==> src/rtl/bus_ctl_pkg.sv <==
package bus_ctl_pkg;

    localparam int KIND_W  = 3;
    localparam int STATE_W = 3;

    typedef enum logic [KIND_W-1:0] {
        K_MEM_RD = 3'd0,
        K_MEM_WR = 3'd1,
        K_IO_RD  = 3'd2,
        K_IO_WR  = 3'd3,
        K_INTA   = 3'd4
    } bus_kind_e;

    typedef enum logic [STATE_W-1:0] {
        S_IDLE = 3'd0,
        S_T1   = 3'd1,
        S_T2   = 3'd2,
        S_T3   = 3'd3,
        S_T4   = 3'd4,
        S_HOLD = 3'd5
    } tstate_e;

    // Line values that a cycle kind selects.
    typedef struct packed {
        logic writes;
        logic memory;
    } kind_lines_t;

    function automatic kind_lines_t kind_lines(input bus_kind_e k);
        kind_lines_t r;
        r.writes = (k == K_MEM_WR) || (k == K_IO_WR);
        r.memory = (k == K_MEM_RD) || (k == K_MEM_WR);
        return r;
    endfunction

    // Transceiver enable window; low_half = second clock of the state.
    function automatic logic den_window(input tstate_e st, input logic low_half,
                                        input logic writes);
        logic on;
        case (st)
            S_T2:    on = writes ? 1'b1 : low_half;
            S_T3:    on = 1'b1;
            S_T4:    on = !low_half;
            default: on = 1'b0;
        endcase
        return on;
    endfunction

endpackage

==> src/rtl/bus_tstate_fsm.sv <==
module bus_tstate_fsm
    import bus_ctl_pkg::*;
(
    input  logic    clk,
    input  logic    rst,
    input  logic    req_valid,
    input  logic    grant,
    output tstate_e st,
    output logic    low_half,
    output logic    req_ready
);
    tstate_e st_q, st_d;
    logic    ph_q;
    logic    may_start;

    assign may_start = (st_q == S_IDLE || st_q == S_T4) && !grant;
    assign req_ready = ph_q && may_start && req_valid;

    always_comb begin
        st_d = st_q;
        if (ph_q) begin
            case (st_q)
                S_T1:    st_d = S_T2;
                S_T2:    st_d = S_T3;
                S_T3:    st_d = S_T4;
                S_T4,
                S_IDLE:  st_d = grant ? S_HOLD : (req_valid ? S_T1 : S_IDLE);
                S_HOLD:  st_d = grant ? S_HOLD : S_IDLE;
                default: st_d = S_IDLE;
            endcase
        end
    end

    always_ff @(posedge clk) begin
        if (rst) begin
            st_q <= S_IDLE;
            ph_q <= 1'b0;
        end else begin
            st_q <= st_d;
            ph_q <= !ph_q;
        end
    end

    assign st       = st_q;
    assign low_half = ph_q;
endmodule

==> src/rtl/bus_hold_arb.sv <==
module bus_hold_arb
    import bus_ctl_pkg::*;
(
    input  logic    clk,
    input  logic    rst,
    input  logic    hold_req,
    input  tstate_e st,
    input  logic    low_half,
    output logic    grant,
    output logic    grant_set
);
    logic g_q;
    logic mid_ok;

    // Edge that ends the first half of T4 or of an idle state.
    assign mid_ok    = !low_half && (st == S_T4 || st == S_IDLE);
    assign grant_set = !g_q && hold_req && mid_ok;

    always_ff @(posedge clk) begin
        if (rst)
            g_q <= 1'b0;
        else if (grant_set)
            g_q <= 1'b1;
        else if (g_q && !hold_req)
            g_q <= 1'b0;
    end

    assign grant = g_q;
endmodule

==> src/rtl/bus_strobe_dec.sv <==
module bus_strobe_dec
    import bus_ctl_pkg::*;
#(
    parameter logic FLOAT_LVL = 1'b1
) (
    input  logic      clk,
    input  logic      rst,
    input  bus_kind_e kind_in,
    input  logic      start,
    input  logic      release_bus,
    input  tstate_e   st,
    input  logic      low_half,
    output logic      ale,
    output logic      dtr,
    output logic      dtr_oe,
    output logic      den_n,
    output logic      den_oe,
    output logic      mio,
    output logic      mio_oe
);
    bus_kind_e   kind_q;
    logic        drive_q;
    kind_lines_t lines;

    always_ff @(posedge clk) begin
        if (rst) begin
            kind_q  <= K_MEM_RD;
            drive_q <= 1'b1;
        end else begin
            if (start) begin
                kind_q  <= kind_in;
                drive_q <= 1'b1;
            end else if (release_bus) begin
                drive_q <= 1'b0;
            end
        end
    end

    assign lines = kind_lines(kind_q);

    always_comb begin
        ale    = (st == S_T1) && low_half;
        dtr_oe = drive_q;
        den_oe = drive_q;
        mio_oe = drive_q;
        if (drive_q) begin
            dtr   = lines.writes;
            mio   = lines.memory;
            den_n = !den_window(st, low_half, lines.writes);
        end else begin
            dtr   = FLOAT_LVL;
            mio   = FLOAT_LVL;
            den_n = FLOAT_LVL;
        end
    end
endmodule

==> src/rtl/bus_ctl_seq.sv <==
module bus_ctl_seq
    import bus_ctl_pkg::*;
#(
    parameter logic FLOAT_LVL = 1'b1
) (
    input  logic              clk,
    input  logic              rst,
    input  logic              req_valid,
    input  logic [KIND_W-1:0] req_kind,
    output logic              req_ready,
    input  logic              hold_req,
    output logic              hlda,
    output logic              ale,
    output logic              dtr,
    output logic              dtr_oe,
    output logic              den_n,
    output logic              den_oe,
    output logic              mio,
    output logic              mio_oe
);
    tstate_e st_w;
    logic    ph_w;
    logic    grant_w;
    logic    grant_set_w;
    logic    ready_w;

    bus_tstate_fsm u_fsm (
        .clk       (clk),
        .rst       (rst),
        .req_valid (req_valid),
        .grant     (grant_w),
        .st        (st_w),
        .low_half  (ph_w),
        .req_ready (ready_w)
    );

    bus_hold_arb u_arb (
        .clk       (clk),
        .rst       (rst),
        .hold_req  (hold_req),
        .st        (st_w),
        .low_half  (ph_w),
        .grant     (grant_w),
        .grant_set (grant_set_w)
    );

    bus_strobe_dec #(.FLOAT_LVL(FLOAT_LVL)) u_dec (
        .clk         (clk),
        .rst         (rst),
        .kind_in     (bus_kind_e'(req_kind)),
        .start       (ready_w),
        .release_bus (grant_set_w),
        .st          (st_w),
        .low_half    (ph_w),
        .ale         (ale),
        .dtr         (dtr),
        .dtr_oe      (dtr_oe),
        .den_n       (den_n),
        .den_oe      (den_oe),
        .mio         (mio),
        .mio_oe      (mio_oe)
    );

    assign req_ready = ready_w;
    assign hlda      = grant_w;
endmodule

==> config.mk <==
export PLATFORM = sky130hd
export DESIGN_NAME = bus_ctl_seq
export DESIGN_NICKNAME = d
export VERILOG_FILES = /design/src/rtl/bus_ctl_pkg.sv /design/src/rtl/bus_tstate_fsm.sv /design/src/rtl/bus_hold_arb.sv /design/src/rtl/bus_strobe_dec.sv /design/src/rtl/bus_ctl_seq.sv
export SDC_FILE = /design/constraint.sdc
export NUM_CORES = 1
export LEC_CHECK = 0
export BUFFER_PORTS_ARGS = -buffer_cell sky130_fd_sc_hd__buf_2
export CAP_MARGIN = 20
export CORE_MARGIN = 3
export CORE_UTILIZATION = 37
export CTS_BUF_LIST = sky130_fd_sc_hd__clkbuf_16
export DETAILED_ROUTE_END_ITERATION = 12
export GPL_TIMING_DRIVEN = 0
export PLACE_DENSITY = 0.58
export SLEW_MARGIN = 15
export SYNTH_ARGS = -nofsm -noshare
export SYNTH_HDL_FRONTEND = slang
export SYNTH_SLANG_ARGS = --single-unit
==> constraint.sdc <==
create_clock -name clk -period 1.6 [get_ports clk]
set_input_delay 0.08 -clock clk [delete_from_list [all_inputs] [get_ports clk]]
set_output_delay 0.08 -clock clk [all_outputs]
set_load 0.02 [all_outputs]
==> results.sh <==
export IMPL_outcome="complete, no violations"
export IMPL_finalHoldViolCount=0
export IMPL_vias=464
export IMPL_crit_required_ns=1.52
export IMPL_power_density_mw_per_mm2=1260
export IMPL_clockBufferDepth=2
export IMPL_multiInputGateArea_sq_um=284
export IMPL_synth_area_sq_um=526
export IMPL_synth_enable_flop_cells=0
export IMPL_slowest_delay_ns=0.32
export IMPL_setup_violations=0
export IMPL_die_y_microns=43.7
export IMPL_dpl_cell_area_sq_um=618
export IMPL_crit_path_cell_trace="buf_2 > nor3_2 > and3_1 > a41oi_1 > buf_2"
export IMPL_dpl_hpwl_microns=807
export IMPL_regArea_sq_um=180
export IMPL_die_x_microns=43.7
export IMPL_yosysTopAreaCell="dfxtp_1"
export IMPL_ys_types=27
export IMPL_finalClockSkew_ns=0.000704
export IMPL_synthTopCellsByArea="dfxtp_1, nand2b_1, buf_6, mux2i_1, and4bb_2"
export IMPL_io_pins=16
export IMPL_grt_pass1_vias=403
export IMPL_root_buffer="clkbuf_16"
export IMPL_ant_nets=0
export IMPL_cp_end_kind="primary output"
export IMPL_synth_nets=64
export IMPL_grt_pass1_wl_microns=1770
export IMPL_drive_gt1_frac=0.408
export IMPL_antenna_found_initial=0
export IMPL_io_buffers=15
export IMPL_final_fill_count=116
export IMPL_min_period_ns=1.43
export IMPL_leakage_nw=0.302
export IMPL_critPathSlowestCell="dfxtp_1"
export IMPL_coreArea_sq_mm=0.00122
export IMPL_synthCells=57
export IMPL_rrSetupSlack_ns=0.41
export IMPL_post_cts_buffers=0
export IMPL_arrival_ns=1.35
export IMPL_synth_ff_type="dfxtp_1"
export IMPL_gp_congestion=0.741
export IMPL_cap_violations=0
export IMPL_min_path_type="input port to flip-flop"
export IMPL_fin_nets=84
export IMPL_rows=12
export IMPL_setup_tns_ns=0
export IMPL_viasPerCell=5.16
export IMPL_synth_top_area_frac=0.343
export IMPL_cts_num_sinks=9
export IMPL_synth_warnings=0
export IMPL_grt_max_degree=11
export IMPL_ys_ff_latch=9
export IMPL_wl_per_cell_microns=12.4
export IMPL_clk_latency_ns=0.23
export IMPL_initial_core_util=0.432
export IMPL_syn_to_final_growth_pct=32.6
export IMPL_cts_tree="built"
export IMPL_grt_usage=0.128
export IMPL_yosysSeqAreaShare=0.343
export IMPL_synth_top_cells_by_count="dfxtp_1, nand2b_1, nand2_1"
export IMPL_diodes=0
export IMPL_routed_wl_microns=1110
export IMPL_worst_pin_slew_ns=0.437
export IMPL_first_iter_violations=9
export IMPL_synthArstFlopShare=0
export IMPL_slew_viol_final=0
export IMPL_remaining_drc_errors=0
export IMPL_overflow=0
export IMPL_total_power_mw=0.879
export IMPL_slew_headroom=0.709
export IMPL_crit_path_frequent_cell="buf_2"
export IMPL_crit_path_start_kind="flip-flop"
export IMPL_avgSynthCellArea_sq_um=9.22
export IMPL_fin_crit_sh=0.893
export IMPL_cts_max_level=1
export IMPL_final_area_sq_um=697
export IMPL_timing_fmax_mhz=700
export IMPL_irDropWorstVdd_mv=0.766
export IMPL_cts_resized=0
export IMPL_cp_max_fo=10
export IMPL_cts_buffers=3
export IMPL_clk_pin_slew_ns=0.04
export IMPL_crit_type="flip-flop to primary output"
export IMPL_dieArea_sq_mm=0.00191
export IMPL_rsz0062_at_grt="false"
export IMPL_hold_buffers=0
export IMPL_dr_pass1_iters=4
==> report_power, final <==
part           leakage (nW)  switching, mW  internal (mW)
Clock                0.0423          0.104          0.326
Combinational         0.186         0.0976         0.0882
Sequential           0.0738         0.0176          0.245
Total                 0.302          0.220          0.659
==> logic make-up (layout without fill, tap and decap cells) <==
family          after synthesis  count (layout)  synth area share
flops                         9               9             0.343
mux                           3               3            0.0571
buf+inv                       8              27             0.117
compound gates               11              11             0.152
simple gates                 26              26             0.331
==> stage by stage <==
step / instances / setup WS, ns / hold slack, ns / utilization
2_1_floorplan: 57 / 0.350 / 0.235 / -
5_1_grt: 90 / 0.0912 / 0.112 / 0.573
3_5_place_dp: 86 / 0.400 / 0.355 / 0.508
4_1_cts: 90 / 0.143 / 0.109 / 0.573
6_report: 90 / 0.171 / 0.108 / 0.573
3_3_place_gp: 86 / 0.401 / 0.348 / 0.508
==> worst paths after layout <==
kind | from | to | cells after the start
worst max-delay path | u_fsm.st[1] | den_n | 5
worst min-delay path | req_kind[1] | u_dec.kind_q[1] | 3
worst max register to register | u_arb.grant | u_dec.den_oe | 4
worst min register to register | u_dec.kind_q[0] | u_dec.kind_q[0] | 2
==> sequential cells by signal, summed over array words and instances (netlist names) <==
| name | cells |
|---|---|
| u_fsm.st | 3 |
| u_dec.den_oe | 1 |
| u_arb.grant | 1 |
| u_dec.kind_q | 3 |
| u_fsm.low_half | 1 |
==> cell usage in the layout (no fill, tap or decap), types with 2 or more instances in the layout <==
master     instances
nand2b_1           9
buf_6              3
mux2i_1            3
buf_2             16
dfxtp_1            9
inv_1              2
nand2_1            4
buf_4              2
a41oi_1            2
a21oi_1            2
o21ai_0            2
clkbuf_16          3
nor2_1             3
and4bb_2           2
==> per-layer routing <==
layer / GRT usage / share of wire
met1: 0.151 / 0.47
met4: 0.0542 / 0.015
met3: 0.0622 / 0.060
met2: 0.195 / 0.45
met5: 0 / 0
==> layout make-up <==
type | count | area share
repair buffers | 15 | 0.108
well taps | 14 | 0.0251
plain buffers | 7 | 0.0826
clock inverters | 1 | 0.00539
clock buffers | 3 | 0.108
inverters | 1 | 0.00539
multi-input cells | 40 | 0.408
flip-flops and latches | 9 | 0.259
==> critical path, delay by kind of cell, from the launching register on <==
kind | cells | cell delay (ns)
flip-flops | 1 | 0.32
AND/OR/NAND/NOR | 2 | 0.24
buffers and inverters | 2 | 0.39
AO/OA/AOI/OAI | 1 | 0.16
(Power assumes the default switching activity.)
